$ cat src/rtl/regbus_xcvr_pkg.sv
package regbus_xcvr_pkg;

  // Strobes from control to the lane datapath.
  typedef struct packed {
    logic capAb;        // load A-to-B register this edge
    logic capBa;        // load B-to-A register this edge
    logic pickStoredB;  // B output takes stored data
    logic pickStoredA;  // A output takes stored data
    logic holdLoop;     // both sides live-driven: hold mode
  } xcvrStrobe_t;

endpackage

$ cat src/rtl/regbus_xcvr_ctrl.sv
module regbus_xcvr_ctrl
  import regbus_xcvr_pkg::*;
(
  input  logic        clk,
  input  logic        rstN,
  input  logic        capAbClk,
  input  logic        capBaClk,
  input  logic        enAB,
  input  logic        enBAn,
  input  logic        selAB,
  input  logic        selBA,
  output xcvrStrobe_t strobe,
  output logic        aOe,
  output logic        bOe
);

  localparam int NUM_CAP = 2;

  logic [NUM_CAP-1:0] capRaw;
  logic [NUM_CAP-1:0] capPrev;
  logic [NUM_CAP-1:0] capEdge;

  assign capRaw = {capBaClk, capAbClk};

  // One edge detector per capture strobe.
  for (genvar g = 0; g < NUM_CAP; g++) begin : gCapEdge
    always_ff @(posedge clk or negedge rstN) begin
      if (!rstN) capPrev[g] <= 1'b0;
      else       capPrev[g] <= capRaw[g];
    end
    assign capEdge[g] = capRaw[g] & ~capPrev[g];
  end

  logic driveA;
  logic driveB;

  // Output enables depend only on their enable pin and reset.
  assign driveB = rstN & enAB;
  assign driveA = rstN & ~enBAn;
  assign bOe    = driveB;
  assign aOe    = driveA;

  always_comb begin
    strobe.capAb       = capEdge[0];
    strobe.capBa       = capEdge[1];
    strobe.pickStoredB = selAB;
    strobe.pickStoredA = selBA;
    strobe.holdLoop    = driveA & driveB & ~selAB & ~selBA;
  end

endmodule

$ cat src/rtl/regbus_xcvr_lane.sv
module regbus_xcvr_lane
  import regbus_xcvr_pkg::*;
(
  input  logic        clk,
  input  logic        rstN,
  input  xcvrStrobe_t strobe,
  input  logic        aBit,
  input  logic        bBit,
  output logic        aDrv,
  output logic        bDrv,
  output logic        abQ,
  output logic        baQ
);

  logic holdQ;

  always_ff @(posedge clk or negedge rstN) begin
    if (!rstN) begin
      abQ   <= 1'b0;
      baQ   <= 1'b0;
      holdQ <= 1'b0;
    end else begin
      if (strobe.capAb)     abQ   <= aBit;
      if (strobe.capBa)     baQ   <= bBit;
      if (!strobe.holdLoop) holdQ <= aBit;
    end
  end

  // Select mux with a consensus term: equal inputs give a steady output.
  logic bSel;
  logic aSel;

  assign bSel = (strobe.pickStoredB & abQ) | (~strobe.pickStoredB & aBit) | (abQ & aBit);
  assign aSel = (strobe.pickStoredA & baQ) | (~strobe.pickStoredA & bBit) | (baQ & bBit);

  assign bDrv = strobe.holdLoop ? holdQ : bSel;
  assign aDrv = strobe.holdLoop ? holdQ : aSel;

endmodule

$ cat src/rtl/regbus_xcvr_datapath.sv
module regbus_xcvr_datapath
  import regbus_xcvr_pkg::*;
#(
  parameter int WIDTH = 8
) (
  input  logic             clk,
  input  logic             rstN,
  input  xcvrStrobe_t      strobe,
  input  logic [WIDTH-1:0] aIn,
  input  logic [WIDTH-1:0] bIn,
  output logic [WIDTH-1:0] aOut,
  output logic [WIDTH-1:0] bOut,
  output logic [WIDTH-1:0] storedAb,
  output logic [WIDTH-1:0] storedBa
);

  for (genvar ch = 0; ch < WIDTH; ch++) begin : gLane
    regbus_xcvr_lane lane_i (
      .clk    (clk),
      .rstN   (rstN),
      .strobe (strobe),
      .aBit   (aIn[ch]),
      .bBit   (bIn[ch]),
      .aDrv   (aOut[ch]),
      .bDrv   (bOut[ch]),
      .abQ    (storedAb[ch]),
      .baQ    (storedBa[ch])
    );
  end

endmodule

$ cat src/rtl/regbus_xcvr.sv
module regbus_xcvr
  import regbus_xcvr_pkg::*;
#(
  parameter int WIDTH = 8
) (
  input  logic             clk,
  input  logic             rstN,
  input  logic             capAbClk,
  input  logic             capBaClk,
  input  logic             enAB,
  input  logic             enBAn,
  input  logic             selAB,
  input  logic             selBA,
  input  logic [WIDTH-1:0] aIn,
  output logic [WIDTH-1:0] aOut,
  output logic             aOe,
  input  logic [WIDTH-1:0] bIn,
  output logic [WIDTH-1:0] bOut,
  output logic             bOe
);

  xcvrStrobe_t      strobe;
  logic [WIDTH-1:0] storedAb;
  logic [WIDTH-1:0] storedBa;

  regbus_xcvr_ctrl ctrl_i (
    .clk      (clk),
    .rstN     (rstN),
    .capAbClk (capAbClk),
    .capBaClk (capBaClk),
    .enAB     (enAB),
    .enBAn    (enBAn),
    .selAB    (selAB),
    .selBA    (selBA),
    .strobe   (strobe),
    .aOe      (aOe),
    .bOe      (bOe)
  );

  regbus_xcvr_datapath #(.WIDTH(WIDTH)) dp_i (
    .clk      (clk),
    .rstN     (rstN),
    .strobe   (strobe),
    .aIn      (aIn),
    .bIn      (bIn),
    .aOut     (aOut),
    .bOut     (bOut),
    .storedAb (storedAb),
    .storedBa (storedBa)
  );

endmodule

$ cat config.mk
export PLATFORM = sky130hd
export DESIGN_NAME = regbus_xcvr
export DESIGN_NICKNAME = d
export VERILOG_FILES = /design/src/rtl/regbus_xcvr_pkg.sv /design/src/rtl/regbus_xcvr_ctrl.sv /design/src/rtl/regbus_xcvr_lane.sv /design/src/rtl/regbus_xcvr_datapath.sv /design/src/rtl/regbus_xcvr.sv
export SDC_FILE = /design/constraint.sdc
export NUM_CORES = 1
export LEC_CHECK = 0
export BUFFER_PORTS_ARGS = -buffer_cell sky130_fd_sc_hd__buf_2
export CORE_MARGIN = 2
export CORE_UTILIZATION = 45
export DETAILED_ROUTE_END_ITERATION = 12
export PLACE_DENSITY = 0.66
export SLEW_MARGIN = 0
export SYNTH_ARGS = -nofsm -noshare
export SYNTH_HDL_FRONTEND = slang
export SYNTH_SLANG_ARGS = --single-unit
export TNS_END_PERCENT = 50
$ cat constraint.sdc
create_clock -name clk -period 2.9 [get_ports clk]
set_clock_uncertainty 0.2 [all_clocks]
set_input_delay 0.145 -clock clk [delete_from_list [all_inputs] [get_ports clk]]
set_output_delay 0.145 -clock clk [all_outputs]
set_load 0.02 [all_outputs]
* Word-level counts from Yosys, hierarchy flattened
Cells that the tools add are included.
** Storage, ports and cells
- Bits in registers :: 26
- Output and inout bits :: 18
- Input port bits :: 24
- Word-level logic and storage cells :: 134
** Cells by class
- Muxes and demuxes :: 16
- Bitwise gates (word level) :: 92
** Operators with widths (number)
- bitwise AND 1 bit :: 55
- OR 1 bit :: 32
- 2-to-1 mux 1 bit :: 16
- NOT 1 bit :: 5

* Depth between registers and ports, before layout
Gate-level depths: netlist (run 1).
- Depth in word-level cells :: 6
- Mapped depth :: 7
- Gate-level depth less buffers :: 3

* Hierarchy
Synthesis (run 1) repeated with hierarchy kept, for this count alone.
** Second synthesis, totals
- Cells, all modules :: 89
- Area total of the unflattened synthesis :: 1347.5 um^2
** Modules (own cells, without submodules)
- regbus_xcvr_lane :: times used 8, sequential area each 75.1 um^2, cells each 10, area an instance 153.9 um^2
- regbus_xcvr_ctrl :: times used 1, sequential area each 50.0 um^2, cells each 9, area an instance 116.4 um^2

* Least setup slack after synthesis (run 1)
OpenSTA, ideal clock, no wires.
- Path type :: input-to-output
- From :: in rstN
- To :: out aOut[1]
- Cell stages on the path :: 6
- Required time :: 2555 ps
- Arrival :: 1474 ps
- Path buffers :: 3
- Setup slack :: 1081 ps
- Path through :: nor2b_1 > and3_4 > buf_6 > buf_12 > mux2_4 > buf_4
** Between the ends
- Word-level cells in the longest chain between the ends :: 5
- Elaborated cells on any way between the ends :: 6
- Those cells by class :: mux (1); bitwise (5)
** Ends and longest elaborated chain
- from (decl) :: line regbus_xcvr.sv:7 : input logic rstN,
- bitwise AND 1 bit (on tied branches) :: line regbus_xcvr_ctrl.sv:39, regbus_xcvr_ctrl.sv:38
- bitwise AND 1 bit * (3 in series) :: line regbus_xcvr_ctrl.sv:48 : strobe.holdLoop = driveA & driveB & ~selAB & ~selBA;
- 2-to-1 mux 1 bit * :: line regbus_xcvr_lane.sv:37 : assign aDrv = strobe.holdLoop ? holdQ : aSel;
- to (decl) :: line regbus_xcvr.sv:15 : output logic [WIDTH-1:0] aOut,
Mark *: on every way between the ends. The rest lies on a longest branch, timed or not.

* Worst setup path after layout (run 1)
- From :: in rstN
- To :: out bOut[0]
** Between the ends
- Word-level cells in the longest chain between the ends :: 5
- Elaborated cells on any way between the ends :: 6
- Those cells by class :: mux (1); bitwise (5)
** Ends and longest elaborated chain
- bitwise AND 1 bit (on tied branches) :: line regbus_xcvr_ctrl.sv:39, regbus_xcvr_ctrl.sv:38
- bitwise AND 1 bit * (3 in series) :: line regbus_xcvr_ctrl.sv:48
- 2-to-1 mux 1 bit * :: line regbus_xcvr_lane.sv:36 : assign bDrv = strobe.holdLoop ? holdQ : bSel;
- to (decl) :: line regbus_xcvr.sv:18 : output logic [WIDTH-1:0] bOut,
Marked as above.

==> results of run 1 <==
state kept, by name, indices dropped and copies added (netlist names):
| name | count |
|---|---|
| dp_i.gLane.lane_i.holdQ | 8 |
| dp_i.gLane.lane_i.abQ | 8 |
| dp_i.gLane.lane_i.baQ | 8 |
| ctrl_i.capPrev | 2 |
worst max-delay path by stage:
stage / startpoint / end / slack, ns / cells past startpoint
after global routing: rstN / bOut[0] / 0.47 / 6
final: rstN / bOut[0] / 0.55 / 6
after floorplan: rstN / aOut[1] / 1.08 / 6
after detailed placement: selAB / bOut[0] / 1.09 / 5
after CTS: rstN / aOut[0] / 0.54 / 6
after global placement: selAB / bOut[0] / 1.10 / 5
worst max-delay path, cell delays in order:
cell           delay (ns)
dlygate4sd3_1        0.52
buf_2                0.11
nor2b_1              0.19
and3_4               0.50
mux2_2               0.38
buf_2                0.16
logic make-up after synthesis:
family / Yosys count
buf+inv: 23
flops: 26
mux: 56
simple gates: 6
layout make-up:
type / instances / area [µm²] / share of cell area
flip-flops and latches: 26 / 651 / 0.346
clock buffers: 3 / 22.5 / 0.0120
well taps: 46 / 57.6 / 0.0306
repair buffers: 61 / 403 / 0.214
multi-input cells: 62 / 748 / 0.398
placed cells by master, fill, tap and decap left out:
cell	instances
dfrtp_1	26
and3_4	1
nor2_2	1
and2_1	1
dlygate4sd3_1	19
mux2_2	36
buf_4	1
nor2b_1	1
mux2_4	20
nand2b_1	2
buf_2	41
clkbuf_4	3
through the flow:
step	utilization	setup slack (ns)	area, µm²	total power, µW	hold WS [ns]
floorplan	-	1.08	1600	633	-0.351
global placement	0.496	1.10	1670	657	-0.0155
detailed placement	0.496	1.09	1670	663	-0.0240
CTS	0.560	0.537	1880	834	0.166
global route	0.560	0.471	1880	875	0.171
finish	0.560	0.545	1880	819	0.159
power breakdown:
group | switching [µW] | total, µW | internal, µW | leakage [µW]
Sequential | 18.8 | 422 | 403 | 0.000304
Clock | 98.4 | 147 | 48.6 | 0.0000138
Combinational | 106 | 250 | 145 | 0.000544
per-layer routing:
layer / share of wire / vias to the layer above
met5: 0 / -
met4: 0.0072 / 0
met3: 0.044 / 2
met2: 0.46 / 24
met1: 0.49 / 432
li1: - / 456
==> reports/results.ini, run 1 <==
[status]
status = finished, final reports clean

[clocking]
cts_setup_buffers = 0
cts_sinks = 26
cts_hold_buffers = 19
cts_buffers = 3
clock_latency_ns = 0.31
h-tree-depth = 1
clockBufferDepth = 2
tritoncts = yes
cts-resized-gates = 0
cts.clk_slew.worst_paths_ns = 0.13
cts.root.buffer_cell = clkbuf_4

[global_route]
grt_usage = 0.142
gr-usage-met2 = 0.214
grt_pass1_wl_mm = 4.42
grt_overflow = 0
grt_use_met3 = 0.0411
antenna_found_initial = 0
grt_max_degree = 28
use_met1 = 0.200
top_usage_layer = met2
grt_pass1_vias = 943

[logic_synthesis]
synth_top_family_by_area = multiplexers
syn_nets = 135
synth-seq-cells = 26
synth_edf_count = 0
synth.most_common_cell = mux2_2
yosysUniqueCellTypes = 12
synth-xor-area-share = 0
synthSimpleGateAreaFrac = 0.0266
ys.warnings.count = 0
synth_fa_ha_area_frac = 0
synth_area_leaders = dfrtp_1 41%, mux2_2 25%, mux2_4 19%, buf_4 7.5%, buf_12 2.5%
yosysSeqAreaShare = 0.407
yosysTopAreaCell = dfrtp_1
avgSynthCellArea_um2 = 14.4
synthArstFlopShare = 1.00
syn_inst = 111
synthTopCellsByCount = 36 x mux2_2, 26 x dfrtp_1, 20 x mux2_4
synth_compound_area_frac = 0
yosys.area.top_type_share = 0.407
synthFlopType = dfrtp_1
syn_area_mm2 = 0.00160
synthMuxAreaShare = 0.441

[drt]
drc = 0
vias_per_cell = 4.62
wl_per_cell_um = 13.3
finalWirelength_mm = 2.64
drt_iter0_markers = 16
drtAntennaViolNets = 0
vias = 914
dr.pass1.iters = 3

[floorplan]
initial_core_util = 0.476
io-pin-count = 42
placementRows = 21
die_w_um = 63.6
coreArea_mm2 = 0.00336
die_h_um = 63.6
die_area_mm2 = 0.00405

[setup_path]
r2r-start = ctrl_i.capPrev[1]$_DFF_PN0_
worstReg2RegEnd = dp_i.gLane[5].lane_i.baQ$_DFFE_PN0P_
worstSetupStartpointType = input pin
ff2ff_path_depth = 2
path_max_fanout = 24
required_ns = 2.56
cp.arrival_ns = 2.01
rrSetupSlack_ns = 1.52
endpoint_kind = output port
crit_type = in -> out

[cells_and_area]
areaGrowthSynthToFinish_pct = 17.6
antennaDiodeCount = 0
final_cells = 198
drive_gt1_frac = 0.678
nets = 178
fillers = 313

[timing]
finalSetupTns_ns = 0
finalCriticalPeriod_ns = 2.36
tightest_slew_ns = 0.428
finalMaxSlewViolations = 0
rsz0062_at_grt = no
setup_viol = 0
period_share = 0.812
max_freq_mhz = 425
hold_viol_final = 0
relSlewSlack = 0.715

[place]
dp_hpwl_mm = 1.82
dp.cells = 176
place_congestion = 0.670
io_buffers = 41

[power_and_ir_drop]
power.density_mw_per_mm2 = 435
vdd_drop_max_mv = 0.285
leakagePower_uw = 0.000862

[hold_path]
hold_class = in -> async

[run]
max_cap_violations = 0

Power figures use the tool's default switching activity.
==> run 2: changes to the inputs <==
--- a/config.mk
+++ b/config.mk
@@ -9,7 +9,7 @@
 export CORE_MARGIN = 2
 export CORE_UTILIZATION = 45
 export DETAILED_ROUTE_END_ITERATION = 12
-export PLACE_DENSITY = 0.66
+export PLACE_DENSITY = 0.68
 export SLEW_MARGIN = 0
 export SYNTH_ARGS = -nofsm -noshare
 export SYNTH_HDL_FRONTEND = slang
==> constraint.sdc (replaced) <==
create_clock -name clk -period 2 [get_ports clk]
set_clock_uncertainty 0.2 [all_clocks]
set_input_delay 0.1 -clock clk [delete_from_list [all_inputs] [get_ports clk]]
set_output_delay 0.1 -clock clk [all_outputs]
set_load 0.02 [all_outputs]
==> reports/results.ini, run 2 (synthesis results as in run 1) <==
[global_route]
grt_max_degree = 28  ; unchanged
grt_use_met3 = 0.0250  ; -0.0161
grt_usage = 0.149  ; +0.00784
grt_pass1_wl_mm = 4.75  ; +7.5%
gr-usage-met2 = 0.257  ; +0.0421
top_usage_layer = met2
antenna_found_initial = 0  ; unchanged
grt_overflow = 0  ; unchanged
grt_pass1_vias = 1026  ; +8.8%
use_met1 = 0.195  ; -0.00498

[setup_path]
r2r-start = ctrl_i.capPrev[0]$_DFF_PN0_
cp_num_buf_inv = 3  ; unchanged
worstSetupStartpointType = input pin
slowest_stage = dlygate4sd3_1
required_ns = 1.70  ; -0.86 ns
crit_type = in -> out
endpoint_kind = output port
cp_slowest_stage_delay_ns = 0.54  ; +0.02 ns
worstReg2RegEnd = dp_i.gLane[7].lane_i.abQ$_DFFE_PN0P_
rrSetupSlack_ns = 0.63  ; -0.89 ns
cp_cell_sequence = dlygate4sd3_1, buf_2, mux2_2, mux2_4, buf_2
ff2ff_path_depth = 2  ; unchanged
path_max_fanout = 2  ; -92%
cpLargestDelayFamily = buffers and inverters
crit_path_frequent_cell = buf_2
cp.arrival_ns = 1.47  ; -0.54 ns

[drt]
drt_iter0_markers = 20  ; +4
vias_per_cell = 4.69  ; +1.5%
drtAntennaViolNets = 0  ; unchanged
vias = 942  ; +3.1%
dr.pass1.iters = 4  ; +1
drc = 0  ; unchanged
wl_per_cell_um = 13.8  ; +3.5%
finalWirelength_mm = 2.77  ; +5.0%

[place]
post-place-ws_ns = 0.304  ; -0.781 ns
io_buffers = 41  ; unchanged
dp_hpwl_mm = 2.02  ; +11%
place_congestion = 0.725  ; +8.2%
dp.cells = 178  ; +1.1%

[timing]
period_share = 0.885
max_freq_mhz = 565
finalSetupTns_ns = 0  ; unchanged
tightest_slew_ns = 0.421  ; -0.00688 ns
setup_viol = 0  ; unchanged
relSlewSlack = 0.719  ; +0.00459
fin_ws_ns = 0.229  ; -0.316 ns
finalMaxSlewViolations = 0  ; unchanged
hold_viol_final = 0  ; unchanged
finalCriticalPeriod_ns = 1.77
rsz0062_at_grt = no

[power_and_ir_drop]
p_int_uw = 998  ; +67%
leakagePower_uw = 0.000886  ; +2.8%
combPwrFrac = 0.274  ; -0.032
vdd_drop_max_mv = 0.291  ; +2.0%
swShare = 0.253  ; -0.0189
seqPwrFrac = 0.458  ; -0.057
p_clk_frac = 0.268  ; +0.089
power_switching_uw = 339  ; +52%
power.density_mw_per_mm2 = 694  ; +59%

[status]
status = finished, final reports clean

[floorplan]
die_h_um = 63.6  ; unchanged
die_w_um = 63.6  ; unchanged
die_area_mm2 = 0.00405  ; unchanged
io-pin-count = 42  ; unchanged
coreArea_mm2 = 0.00336  ; unchanged
initial_core_util = 0.476  ; unchanged
placementRows = 21  ; unchanged

[clocking]
cts_buffers = 3  ; unchanged
clockBufferDepth = 2  ; unchanged
tritoncts = yes
cts_sinks = 26  ; unchanged
h-tree-depth = 1  ; unchanged
cts.root.buffer_cell = clkbuf_4
clock_latency_ns = 0.31  ; about the same
cts.clk_slew.worst_paths_ns = 0.14  ; about the same

[cells_and_area]
fillers = 305  ; -2.6%
antennaDiodeCount = 0  ; unchanged
layout_common_cells = 41 x buf_2, 36 x mux2_2, 26 x dfrtp_1, 20 x mux2_4, 19 x dlygate4sd3_1
top_regs = dp_i.gLane.lane_i.abQ (8), dp_i.gLane.lane_i.baQ (8), dp_i.gLane.lane_i.holdQ (8)
final-seq-area_um2 = 651  ; unchanged
layout_commonest_cell = buf_2
multi_input_area_um2 = 748  ; unchanged
areaGrowthSynthToFinish_pct = 20.4
final_cells = 201  ; +1.5%
drive_gt1_frac = 0.684  ; +0.00624
nets = 180  ; +1.1%

[hold_path]
hold_class = in -> async

[run]
max_cap_violations = 0  ; unchanged

## run 2: tightest hold or removal path: stages
cell	delay [ns]
buf_2	0.09
dlygate4sd3_1	0.53
buf_4	0.32
## run 2: what timing repair did
action,in CTS,in global routing
hold buffers,19,0
buffers inserted,0,0
endpoints found under the hold margin,52,0
resized for setup,0,0
setup endpoints to repair,0,0
## run 2: stage by stage
step                cell area, µm²  hold WS (ns)  utilization  power (µW)
global route                  1930         0.143        0.573        1420
detailed placement            1680       -0.0548        0.501         967
CTS                           1930         0.114        0.573        1350
floorplan                     1600        -0.396            -         918
finish                        1930         0.103        0.573        1340
global placement              1680       -0.0638        0.501         955
## run 2: layout make-up
type,instances,share of cell area
multi-input cells,62,0.388
flip-flops and latches,26,0.338
repair buffers,63,0.217
well taps,46,0.0299
clock inverters,1,0.0156
clock buffers,3,0.0117
## run 2: how the worst max path moves through the flow
| stage | cells past startpoint | startpoint | to |
|---|---|---|---|
| finish | 5 | bIn[6] | aOut[6] |
| global route | 5 | bIn[6] | aOut[6] |
| CTS | 5 | aIn[5] | bOut[5] |
| detailed placement | 5 | selBA | bOut[0] |
| global placement | 5 | selBA | aOut[0] |
| floorplan | 6 | rstN | aOut[1] |
## run 2: routing by layer
layer / wire length [µm] / vias to the layer above
met5: 0 / -
met4: 20 / 0
met3: 112 / 2
met2: 1360 / 21
met1: 1280 / 458
li1: - / 461
## run 2: power groups by stage
stage | logic (µW) | registers (µW) | clock network (µW)
after floorplan | 305 | 614 | 0
after global placement | 336 | 619 | 0
after detailed placement | 343 | 623 | 0
after CTS | 372 | 612 | 367
after global routing | 396 | 622 | 398
final | 367 | 612 | 358
==> run 3: changes to the inputs <==
--- a/config.mk
+++ b/config.mk
@@ -5,11 +5,12 @@
 export SDC_FILE = /design/constraint.sdc
 export NUM_CORES = 1
 export LEC_CHECK = 0
-export BUFFER_PORTS_ARGS = -buffer_cell sky130_fd_sc_hd__buf_2
+export BUFFER_PORTS_ARGS = -buffer_cell sky130_fd_sc_hd__buf_4
 export CORE_MARGIN = 2
 export CORE_UTILIZATION = 45
 export DETAILED_ROUTE_END_ITERATION = 12
 export PLACE_DENSITY = 0.68
+export SKIP_CTS_REPAIR_TIMING = 1
 export SLEW_MARGIN = 0
 export SYNTH_ARGS = -nofsm -noshare
 export SYNTH_HDL_FRONTEND = slang
==> reports/results.ini, run 3 (synthesis results as in run 1) <==
[status]
status = finished, final reports clean

[setup_path]
cp_slowest_stage_delay_ns = 0.55  ; about the same
cp.arrival_ns = 1.48  ; about the same
slowest_stage = dlygate4sd3_1
worstSetupStartpointType = input pin
r2r-start = ctrl_i.capPrev[0]$_DFF_PN0_
cp_cell_sequence = dlygate4sd3_1, buf_4, mux2_2, mux2_4, buf_4
required_ns = 1.70  ; about the same
crit_path_frequent_cell = buf_4
path_max_fanout = 3  ; +1
rrSetupSlack_ns = 0.61  ; -0.02 ns
cpLargestDelayFamily = buffers and inverters
ff2ff_path_depth = 2  ; unchanged
crit_cells = 5  ; unchanged
worstReg2RegEnd = dp_i.gLane[1].lane_i.abQ$_DFFE_PN0P_
cp_num_buf_inv = 3  ; unchanged
critPathLaunch = aIn[2]
crit_type = in -> out
endpoint = bOut[2]
endpoint_kind = output port

[floorplan]
placementRows = 21  ; unchanged
die_area_mm2 = 0.00405  ; unchanged
io-pin-count = 42  ; unchanged
die_w_um = 63.6  ; unchanged
coreArea_mm2 = 0.00336  ; unchanged
die_h_um = 63.6  ; unchanged
initial_core_util = 0.476  ; unchanged

[clocking]
clock_latency_ns = 0.31  ; about the same
h-tree-depth = 1  ; unchanged
clockBufferDepth = 2  ; unchanged
cts_buffers = 3  ; unchanged
tritoncts = yes
cts.root.buffer_cell = clkbuf_4
cts_sinks = 26  ; unchanged
cts.clk_slew.worst_paths_ns = 0.13  ; about the same

[power_and_ir_drop]
finalPower_uw = 1230  ; -8.0%
leakagePower_uw = 0.000901  ; +1.7%
vdd_drop_max_mv = 0.548  ; +88%
power.density_mw_per_mm2 = 617  ; -11%

[timing]
timing.hold.ws_ns = 0.102  ; -0.00141 ns
finalMaxSlewViolations = 0  ; unchanged
hold_viol_final = 0  ; unchanged
rsz0062_at_grt = no
setup_viol = 0  ; unchanged
finalSetupTns_ns = 0  ; unchanged
period_share = 0.888  ; +0.00252
tightest_slew_ns = 0.424  ; +0.00332 ns
relSlewSlack = 0.717  ; -0.00221
finalCriticalPeriod_ns = 1.78  ; +0.00504 ns
max_freq_mhz = 563  ; -0.28%

[drt]
vias_per_cell = 4.74  ; +1.2%
dr.pass1.iters = 2  ; -2
drtAntennaViolNets = 0  ; unchanged
drc = 0  ; unchanged
drt_iter0_markers = 4  ; -80%
wl_per_cell_um = 13.7  ; -0.60%
vias = 944  ; +0.21%
finalWirelength_mm = 2.73  ; -1.6%

[global_route]
antenna_found_initial = 0  ; unchanged
grt_pass1_wl_mm = 4.14  ; -13%
grt_usage = 0.132  ; -0.0177
grt_pass1_vias = 863  ; -16%
grt_overflow = 0  ; unchanged
grt_max_degree = 28  ; unchanged

[cells_and_area]
drive_gt1_frac = 0.680  ; -0.00413
top_regs = dp_i.gLane.lane_i.abQ (8), dp_i.gLane.lane_i.baQ (8), dp_i.gLane.lane_i.holdQ (8)
layout_commonest_cell = buf_4
layout_common_cells = 43 x buf_4, 36 x mux2_2, 26 x dfrtp_1, 20 x mux2_4, 19 x dlygate4sd3_1
antennaDiodeCount = 0  ; unchanged
nets = 179  ; -0.56%
areaGrowthSynthToFinish_pct = 24.5

[run]
max_cap_violations = 0  ; unchanged

[hold_path]
hold_class = in -> async

[place]
io_buffers = 41  ; unchanged
place_congestion = 0.744  ; +2.6%
dp_hpwl_mm = 1.91  ; -5.4%

run 3: through the flow:
stage / utilization / cell area (µm²) / worst slack [ns] / std cells
after global routing: 0.592 / 1990 / 0.195 / 199
after detailed placement: 0.529 / 1780 / 0.300 / 177
final: 0.592 / 1990 / 0.224 / 199
after CTS: 0.536 / 1800 / 0.276 / 180
after global placement: 0.529 / 1780 / 0.312 / 177
after floorplan: - / 1600 / 0.271 / 111
run 3: routing by layer:
metal,vias up,global-route usage,share of wire
li1,462,-,-
met5,-,0,0
met1,457,0.173,0.43
met2,23,0.216,0.51
met3,2,0.0411,0.055
met4,0,0.0245,0.0051
run 3: layout make-up:
| type | count | area [µm²] |
|---|---|---|
| Fill cell | 302 | 1370 |
| Multi-Input combinational cell | 62 | 748 |
| Sequential cell | 26 | 651 |
| Timing Repair Buffer | 62 | 513 |
| Tap cell | 46 | 57.6 |
| Clock buffer | 3 | 22.5 |
run 3: power breakdown:
part / internal (µW) / switching (µW)
clock network: 70.5 / 144
registers: 584 / 29.0
logic: 247 / 155
run 3: worst min-delay path by stage:
| stage | startpoint | end | slack [ns] | depth (start not counted) |
|---|---|---|---|---|
| detailed placement | rstN | dp_i.gLane[7].lane_i.holdQ$_DFFE_PN0N_ | -0.07 | 2 |
| floorplan | rstN | ctrl_i.capPrev[0]$_DFF_PN0_ | -0.40 | 0 |
| global placement | rstN | dp_i.gLane[7].lane_i.holdQ$_DFFE_PN0N_ | -0.07 | 2 |
| finish | rstN | ctrl_i.capPrev[1]$_DFF_PN0_ | 0.10 | 3 |
| global route | rstN | dp_i.gLane[7].lane_i.holdQ$_DFFE_PN0N_ | 0.13 | 3 |
| CTS | rstN | ctrl_i.capPrev[1]$_DFF_PN0_ | -0.43 | 2 |
run 3: worst min-delay path: stages:
cell and delay [ns]:
buf_4 0.09, dlygate4sd3_1 0.53, buf_4 0.32
